## src/rtl/ds3_nib_pkg.sv

```systemverilog
package ds3_nib_pkg;
  localparam int unsigned DEF_PAY_PER_GRP = 84;
  localparam int unsigned DEF_GRPS        = 56;
  localparam int unsigned DEF_NIB_W       = 4;
endpackage

```

## src/rtl/ds3_pos_cnt.sv

```systemverilog
module ds3_pos_cnt #(
  parameter int unsigned PAY_PER_GRP = 84,
  parameter int unsigned GRPS        = 56,
  localparam int unsigned BW = $clog2(PAY_PER_GRP + 1),
  localparam int unsigned GW = $clog2(GRPS)
) (
  input  logic          clk_i,
  input  logic          rst_ni,
  output logic [BW-1:0] bit_o,
  output logic [GW-1:0] grp_o
);
  logic [BW-1:0] bit_q;
  logic [GW-1:0] grp_q;
  logic          grp_end, frm_end;

  assign grp_end = (bit_q == BW'(PAY_PER_GRP));
  assign frm_end = grp_end && (grp_q == GW'(GRPS - 1));

  always_ff @(posedge clk_i or negedge rst_ni) begin
    if (!rst_ni) begin
      bit_q <= '0;
      grp_q <= '0;
    end else if (grp_end) begin
      bit_q <= '0;
      grp_q <= frm_end ? '0 : grp_q + GW'(1);
    end else begin
      bit_q <= bit_q + BW'(1);
    end
  end

  assign bit_o = bit_q;
  assign grp_o = grp_q;

  // frame wraps back to bit 0 of group 0 with no gap
  a_r3_frame_wrap: assert property (@(posedge clk_i) disable iff (!rst_ni)
    frm_end |=> (bit_q == '0 && grp_q == '0));
  a_r2_bit_range: assert property (@(posedge clk_i) disable iff (!rst_ni)
    bit_q <= BW'(PAY_PER_GRP));
endmodule

```

## src/rtl/ds3_nib_pacer.sv

```systemverilog
module ds3_nib_pacer #(
  parameter int unsigned PAY_PER_GRP = 84,
  parameter int unsigned NIB_W       = 4,
  localparam int unsigned BW = $clog2(PAY_PER_GRP + 1),
  localparam int unsigned LW = $clog2(NIB_W)
) (
  input  logic [BW-1:0] bit_i,
  output logic          req_o,
  output logic          clk_phase_o
);
  logic [BW-1:0] off;
  logic          pay;

  assign pay = (bit_i != '0);
  assign off = bit_i - BW'(1);
  // nibble boundary on every NIB_W-th payload bit of the group
  assign req_o       = pay && (off[LW-1:0] == '0);
  assign clk_phase_o = pay && (off[LW-1:0] < LW'(NIB_W / 2));
endmodule

```

## src/rtl/ds3_nib_shifter.sv

```systemverilog
module ds3_nib_shifter #(
  parameter int unsigned NIB_W = 4
) (
  input  logic             clk_i,
  input  logic             rst_ni,
  input  logic             load_i,
  input  logic             oh_i,
  input  logic             oh_bit_i,
  input  logic [NIB_W-1:0] nib_i,
  output logic             ser_o
);
  logic [NIB_W-1:0] sh_q;
  logic             ser_q;

  always_ff @(posedge clk_i or negedge rst_ni) begin
    if (!rst_ni) begin
      sh_q  <= '0;
      ser_q <= 1'b0;
    end else if (load_i) begin
      ser_q <= nib_i[NIB_W-1];
      sh_q  <= {nib_i[NIB_W-2:0], 1'b0};
    end else if (oh_i) begin
      ser_q <= oh_bit_i;  // shift register holds across the overhead slot
    end else begin
      ser_q <= sh_q[NIB_W-1];
      sh_q  <= {sh_q[NIB_W-2:0], 1'b0};
    end
  end

  assign ser_o = ser_q;

  a_r5_msb_first: assert property (@(posedge clk_i) disable iff (!rst_ni)
    load_i |=> (ser_o == $past(nib_i[NIB_W-1])));
  a_r4_load_not_oh: assert property (@(posedge clk_i) disable iff (!rst_ni)
    !(load_i && oh_i));
endmodule

```

## src/rtl/ds3_nib_serializer.sv

```systemverilog
module ds3_nib_serializer
  import ds3_nib_pkg::*;
#(
  parameter int unsigned PAY_PER_GRP = DEF_PAY_PER_GRP,
  parameter int unsigned GRPS        = DEF_GRPS,
  parameter int unsigned NIB_W       = DEF_NIB_W
) (
  input  logic             clk_i,
  input  logic             rst_ni,
  input  logic [NIB_W-1:0] nib_i,
  input  logic             oh_bit_i,
  output logic             nib_req_o,
  output logic             nib_clk_o,
  output logic             ser_o,
  output logic             frame_start_o,
  output logic             oh_slot_o
);
  localparam int unsigned BW = $clog2(PAY_PER_GRP + 1);
  localparam int unsigned GW = $clog2(GRPS);

  logic [BW-1:0] bit_pos;
  logic [GW-1:0] grp_pos;
  logic          req, phase, is_oh;
  logic          oh_q, frm_q, nclk_q;

  ds3_pos_cnt #(.PAY_PER_GRP(PAY_PER_GRP), .GRPS(GRPS)) u_pos (
    .clk_i(clk_i), .rst_ni(rst_ni), .bit_o(bit_pos), .grp_o(grp_pos)
  );

  ds3_nib_pacer #(.PAY_PER_GRP(PAY_PER_GRP), .NIB_W(NIB_W)) u_pace (
    .bit_i(bit_pos), .req_o(req), .clk_phase_o(phase)
  );

  assign is_oh = (bit_pos == '0);

  ds3_nib_shifter #(.NIB_W(NIB_W)) u_shift (
    .clk_i(clk_i), .rst_ni(rst_ni), .load_i(req), .oh_i(is_oh),
    .oh_bit_i(oh_bit_i), .nib_i(nib_i), .ser_o(ser_o)
  );

  always_ff @(posedge clk_i or negedge rst_ni) begin
    if (!rst_ni) begin
      oh_q   <= 1'b0;
      frm_q  <= 1'b0;
      nclk_q <= 1'b0;
    end else begin
      oh_q   <= is_oh;
      frm_q  <= is_oh && (grp_pos == '0);
      nclk_q <= phase;
    end
  end

  assign nib_req_o     = req;
  assign nib_clk_o     = nclk_q;
  assign oh_slot_o     = oh_q;
  assign frame_start_o = frm_q;

  // checker state: cycles since the last request
  logic [3:0] gap_q;
  logic       seen_q;
  always_ff @(posedge clk_i or negedge rst_ni) begin
    if (!rst_ni) begin
      gap_q  <= '0;
      seen_q <= 1'b0;
    end else if (req) begin
      gap_q  <= 4'd1;
      seen_q <= 1'b1;
    end else if (gap_q != 4'hf) begin
      gap_q <= gap_q + 4'd1;
    end
  end

  a_r6_req_spacing: assert property (@(posedge clk_i) disable iff (!rst_ni)
    (req && seen_q) |-> (gap_q == 4'(NIB_W) || gap_q == 4'(NIB_W + 1)));
  a_r2_oh_value: assert property (@(posedge clk_i) disable iff (!rst_ni)
    oh_slot_o |-> (ser_o == $past(oh_bit_i)));
  a_r3_start_on_oh: assert property (@(posedge clk_i) disable iff (!rst_ni)
    frame_start_o |-> oh_slot_o);
  a_r7_clk_low_on_oh: assert property (@(posedge clk_i) disable iff (!rst_ni)
    oh_slot_o |-> !nib_clk_o);
  a_r4_no_req_on_oh: assert property (@(posedge clk_i) disable iff (!rst_ni)
    nib_req_o |-> !is_oh);
endmodule

```

## config.mk

```make
export PLATFORM = sky130hd
export DESIGN_NAME = ds3_nib_serializer
export DESIGN_NICKNAME = d
export VERILOG_FILES = /design/src/rtl/ds3_nib_pkg.sv /design/src/rtl/ds3_pos_cnt.sv /design/src/rtl/ds3_nib_pacer.sv /design/src/rtl/ds3_nib_shifter.sv /design/src/rtl/ds3_nib_serializer.sv
export SDC_FILE = /design/constraint.sdc
export NUM_CORES = 1
export LEC_CHECK = 0
export CAP_MARGIN = 30
export CORE_MARGIN = 2
export CORE_UTILIZATION = 30
export CTS_BUF_LIST = sky130_fd_sc_hd__clkbuf_4 sky130_fd_sc_hd__clkbuf_8 sky130_fd_sc_hd__clkbuf_16
export DETAILED_ROUTE_END_ITERATION = 8
export HOLD_SLACK_MARGIN = 0.02
export PLACE_DENSITY = 0.48
export RECOVER_POWER = 50
export SLEW_MARGIN = 20
export SYNTH_ARGS = -nofsm -noshare
export SYNTH_HDL_FRONTEND = slang
export SYNTH_SLANG_ARGS = --single-unit
```

## constraint.sdc

```tcl
create_clock -name clk_i -period 3.9 [get_ports clk_i]
set_input_delay 0.585 -clock clk_i [delete_from_list [all_inputs] [get_ports clk_i]]
set_output_delay 0.585 -clock clk_i [all_outputs]
set_load 0.01 [all_outputs]
```

# Word level (Yosys, flattened, before mapping)
# Index checks and enable logic that the tools add are counted.
[op_classes] magnitude_cmp=1 muxes=6 shift=0 reduce_logical=8 eq_ne=3 add_sub_neg=3 n_mul=0 n_div=0 bitwise=0
[ops] cell="2-to-1 mux 4 bit" count=2
[ops] cell="adder 7 x 1 -> 7 bit (second input constant)" count=1
[ops] cell="equality test 7 bit (second input constant)" count=1
[ops] cell="zero test 7 bit" count=1
[ops] cell="2-to-1 mux 7 bit" count=1
[ops] cell="nonzero test 7 bit" count=1
[ops] cell="adder 6 x 1 -> 6 bit (second input constant)" count=1
[ops] cell="equality test 6 bit (second input constant)" count=1
[ops] cell="zero test 6 bit" count=1
[ops] cell="2-to-1 mux 6 bit" count=1
[ops] cell="logical AND 1 bit" count=4
[ops] cell="zero test 2 bit" count=1
[ops] cell="< comparator 2 bit (second input constant)" count=1
[ops] cell="2-to-1 mux 1 bit" count=2
[ops] cell="!= test 2 bit (second input constant)" count=1
[ops] cell="subtractor 2 x 1 -> 2 bit (second input constant)" count=1
[word_totals] output_inout_bits=5 mem_bits_rw=0 regBits=21 mem_bits_ro=0 latchBits=0 elab_cells=28 inputBits=7 n_memories=0

# Longest topological paths before layout
[logic_depth] depth_word=4 mapped_depth=7 ltp_nobuf=6

# Modules after synthesis
# A second synthesis with hierarchy kept.
[unflattened] hier_cells=88 hier_area_um2=940.9
[modules_own_cells] mod="ds3_pos_cnt" area_each_um2=635.6 cells_per_inst=60 seq_area_each_um2=325.3 n_inst=1
[modules_own_cells] mod="ds3_nib_shifter" area_each_um2=168.9 cells_per_inst=16 seq_area_each_um2=100.1 n_inst=1
[modules_own_cells] mod="ds3_nib_serializer" area_each_um2=116.4 cells_per_inst=9 seq_area_each_um2=75.1 n_inst=1
[modules_own_cells] mod="ds3_nib_pacer" area_each_um2=20.0 cells_per_inst=3 seq_area_each_um2=0.0 n_inst=1

# Least setup slack after synthesis
# No wires, ideal clock.
[synth_timing] kind="reg2reg" startpoint="reg u_pos.bit_q[0] (netlist: u_pos.bit_o[0])" endpoint="reg u_pos.grp_q[5] (netlist: u_pos.grp_o[5])" arrival_time_ns=1.898 n_path_buf=1 stages_incl_launch_ff=8 setup_ns=0.069 period_less_slack_ns=1.967 setup_slack_ns=1.933 required_ns=3.831 cell_sequence="dfrtp_1 > inv_1 > ha_1 > or3b_4 > or2_1 > clkbuf_2 > or4_1 > nand3_1"
[synth_between] elab_chain_cells=3
[synth_lines] item="start, declared" line_no="ds3_pos_cnt.sv:12" source="logic [BW-1:0] bit_q;"
[synth_lines] item="start signal, assigned" line_no="ds3_pos_cnt.sv:27" source="bit_q <= bit_q + BW'(1);"
[synth_lines] item="equality test 7 bit *" line_no="ds3_pos_cnt.sv:16" source="assign grp_end = (bit_q == BW'(PAY_PER_GRP));"
[synth_lines] item="logical AND 1 bit" line_no="ds3_pos_cnt.sv:17" source="assign frm_end = grp_end && (grp_q == GW'(GRPS - 1));"
[synth_lines] item="2-to-1 mux 6 bit" line_no="ds3_pos_cnt.sv:25" source="grp_q <= frm_end ? '0 : grp_q + GW'(1);"
[synth_lines] item="end signal, assigned" line_no="ds3_pos_cnt.sv:25"
[synth_lines] item="end, declared" line_no="ds3_pos_cnt.sv:13" source="logic [GW-1:0] grp_q;"
# Mark *: on every way between the ends. The rest lies on a longest branch, timed or not.
# A chain may end at the register's enable or synchronous reset.

# Worst setup path in the final report
[layout_timing] startpoint="reg u_pos.bit_q[1] (netlist: u_pos.bit_o[1])" endpoint="out nib_req_o"
[layout_between] elab_chain_cells=3 elab_cells_between_ends=4 classes_between="add/sub: 1; reduce/logical: 3"
[layout_lines] item="subtractor 2 x 1 -> 2 bit" line_no="ds3_nib_pacer.sv:15" source="assign off = bit_i - BW'(1);"
[layout_lines] item="zero test 2 bit" line_no="ds3_nib_pacer.sv:17" source="assign req_o = pay && (off[LW-1:0] == '0);"
[layout_lines] item="logical AND 1 bit *" line_no="ds3_nib_pacer.sv:17"
[layout_lines] item="end, declared" line_no="ds3_nib_serializer.sv:12" source="output logic nib_req_o,"
# Marked as above.

==> flow_summary.ini <==
[status]
outcome = completed

[timing]
setup_viol = 0
post-route-period-util = 0.590
relSlewSlack = 0.553
slew_violations = 0
finalHoldViolations = 0
min_period_ns = 2.30
finalSetupTns_ns = 0
fmax_ghz = 0.435
fin_skew_ns = 0.0102
tightestPinTransition_ns = 0.665
rsz0062_at_grt = no
hold_ws_ns = 0.532

[synthesis]
async_flop_share = 1.00
synth-main-ff-cell = dfrtp_1
synth_seq_cells = 20
synth_warnings = 0
netlist_top_cells_count = 20 x dfrtp_1, 10 x nand2_1, 9 x nor2_1, 8 x o21ai_0, 7 x nand3_1
synth_top_area_frac = 0.531
synth_edf_count = 0
synth_xor_area_frac = 0.0557
yosysSeqAreaShare = 0.531
postSynthNetCount = 103
syn-cell-area_um2 = 943
synth_top_family_by_area = simple AND/OR/NAND/NOR gates
avgSynthCellArea_um2 = 10.4
syn_inst = 91
synth.distinct_cells = 24
synthMuxAreaShare = 0.0438
synth_top_cell_by_area = dfrtp_1
synth-compound-area-share = 0.0690
synth_fa_ha_area_frac = 0.0663
synthTopCellsByArea = dfrtp_1 53%, ha_1 6.6%, o21ai_0 4.2%
synth.most_common_cell = dfrtp_1
synth-simple-area-share = 0.202

[route]
drtPass1Iterations = 4
avgRoutedWirePerCell_um = 11.7
drc = 0
via_count = 662
drt_iter0_drc = 16
vias_per_cell = 4.50
ant_nets = 0
wl_um = 1710

[min_path]
hold_depth = 1
hp-class = flop to flop
hp-start = u_pos.bit_o[5]
hold_path_end = u_pos.bit_o[5]

[setup_path]
cp_max_fo = 9
rrSetupSlack_ns = 1.84
cp.required_ns = 3.31
rr_startpoint = u_pos.bit_o[0]
rr_worst_depth = 6
r2r-end = u_pos.grp_o[5]
critPathKind = flop to output pin
start_kind = flop
cp.arrival_ns = 1.72
critPathCaptureType = output pin

[power_and_ir_drop]
combPwrFrac = 0.034
internal_power_w = 0.000319
max-vdd-ir-drop_uv = 134
pwr_density_cell_nw_per_um2 = 341
p_leak_nw = 0.513
power.switching_w = 0.0000727
p_sw_frac = 0.186
pwr-share-clk = 0.435
seqPwrFrac = 0.531

[clocking]
clkSinkCount = 20
cts_resized = 0
clk_latency_ns = 0.31
cts_max_path_buffers = 2
cts_tree = built
clk_pin_slew_worst_paths_ns = 0.12
post_cts_buffers = 0
ctsHoldBuffers = 0
numCtsBuffers = 3
cts_root_buf = clkbuf_4
cts_max_level = 1

[floorplan]
initial_core_util = 0.312
num_rows = 20
die_y_um = 60.1
ioPinCount = 12
die_x_um = 60.1
coreArea_um2 = 3030
die-area_um2 = 3610

[flow_run]
max-cap-violations = 0

[finish]
fin_nets = 116
regArea_um2 = 500
num-fill-cells = 309
syn2layout_area_growth_pct = 21.8
multiInputGateArea_um2 = 412
drive_above_1_share = 0.0874
diodes = 0

[place]
gp_congestion = 0.695
dp_hpwl_um = 1200
io_buffers = 11

[global_routing]
grt_pass1_vias = 637
grt_max_degree = 21
gr-total-overflow = 0
antenna_found_initial = 0
grt_pass1_wl_um = 2950
grtUsageTotal = 0.114
layout make-up:
class                           count  share of cell area
Clock inverter                      1              0.0261
Tap cell                           44              0.0479
Sequential cell                    20               0.436
Timing Repair Buffer               12              0.0991
Multi-Input combinational cell     63               0.358
Clock buffer                        3              0.0196
Inverter                            4              0.0131
worst max path at each step:
stage,startpoint,to,slack (ns)
floorplan,u_pos.bit_o[0],u_pos.grp_o[5],1.93
global placement,u_pos.bit_o[0],u_pos.grp_o[5],1.88
finish,u_pos.bit_o[1],nib_req_o,1.60
detailed placement,u_pos.bit_o[0],u_pos.grp_o[5],1.84
global route,u_pos.bit_o[1],nib_req_o,1.47
CTS,u_pos.bit_o[1],nib_req_o,1.57
routing by layer:
| layer | global-route usage | share of wire |
|---|---|---|
| met1 | 0.149 | 0.51 |
| met2 | 0.165 | 0.40 |
| met3 | 0.0368 | 0.063 |
| met4 | 0.0667 | 0.026 |
| met5 | 0 | 0 |
cell families (layout without fill, tap and decap cells):
group	after synthesis	count (layout)
flip-flops	20	20
buffers and inverters	8	20
AO/OA/AOI/OAI	11	11
XOR/XNOR	6	6
AND/OR/NAND/NOR	37	37
adder cells (fa/ha/maj)	5	5
multiplexers	4	4
worst max-delay path, stage by stage (launching register included):
cell	delay (ns)
dfrtp_1	0.43
inv_1	0.09
ha_1	0.30
clkdlybuf4s50_1	0.59
sequential cells by signal, indices dropped and copies added, names as in the netlist:
| name | flops |
|---|---|
| u_pos.bit_o | 7 |
| u_pos.grp_o | 6 |
| u_shift.sh_q | 3 |
| frame_start_o | 1 |
| nib_clk_o | 1 |
| oh_slot_o | 1 |
| u_shift.ser_o | 1 |
power groups by stage:
stage               Sequential, W  Combinational, W  Clock (W)
finish                   0.000208         0.0000132   0.000170
global route             0.000208         0.0000149   0.000186
CTS                      0.000208         0.0000136   0.000175
detailed placement       0.000212         0.0000135          0
global placement         0.000212         0.0000135          0
floorplan                0.000213        0.00000150          0
metrics by stage:
stage | cells | setup slack (ns) | total power (W) | util | instance area, um^2
6_report | 147 | 1.60 | 0.000392 | 0.379 | 1150
5_1_grt | 147 | 1.47 | 0.000409 | 0.379 | 1150
4_1_cts | 146 | 1.57 | 0.000397 | 0.378 | 1140
3_5_place_dp | 142 | 1.84 | 0.000226 | 0.361 | 1090
3_3_place_gp | 142 | 1.88 | 0.000226 | 0.361 | 1090
2_1_floorplan | 91 | 1.93 | 0.000214 | - | 943
layout by cell type, fill, tap and decap left out, types with 3 or more instances in the layout:
cell type,instances
clkbuf_4,3
nand2_1,10
dfrtp_1,20
nand3_1,7
o21ai_0,8
mux2i_1,3
clkdlybuf4s50_1,10
inv_1,4
ha_1,5
xnor2_1,4
nor2_1,9
(Power assumes the default switching activity.)
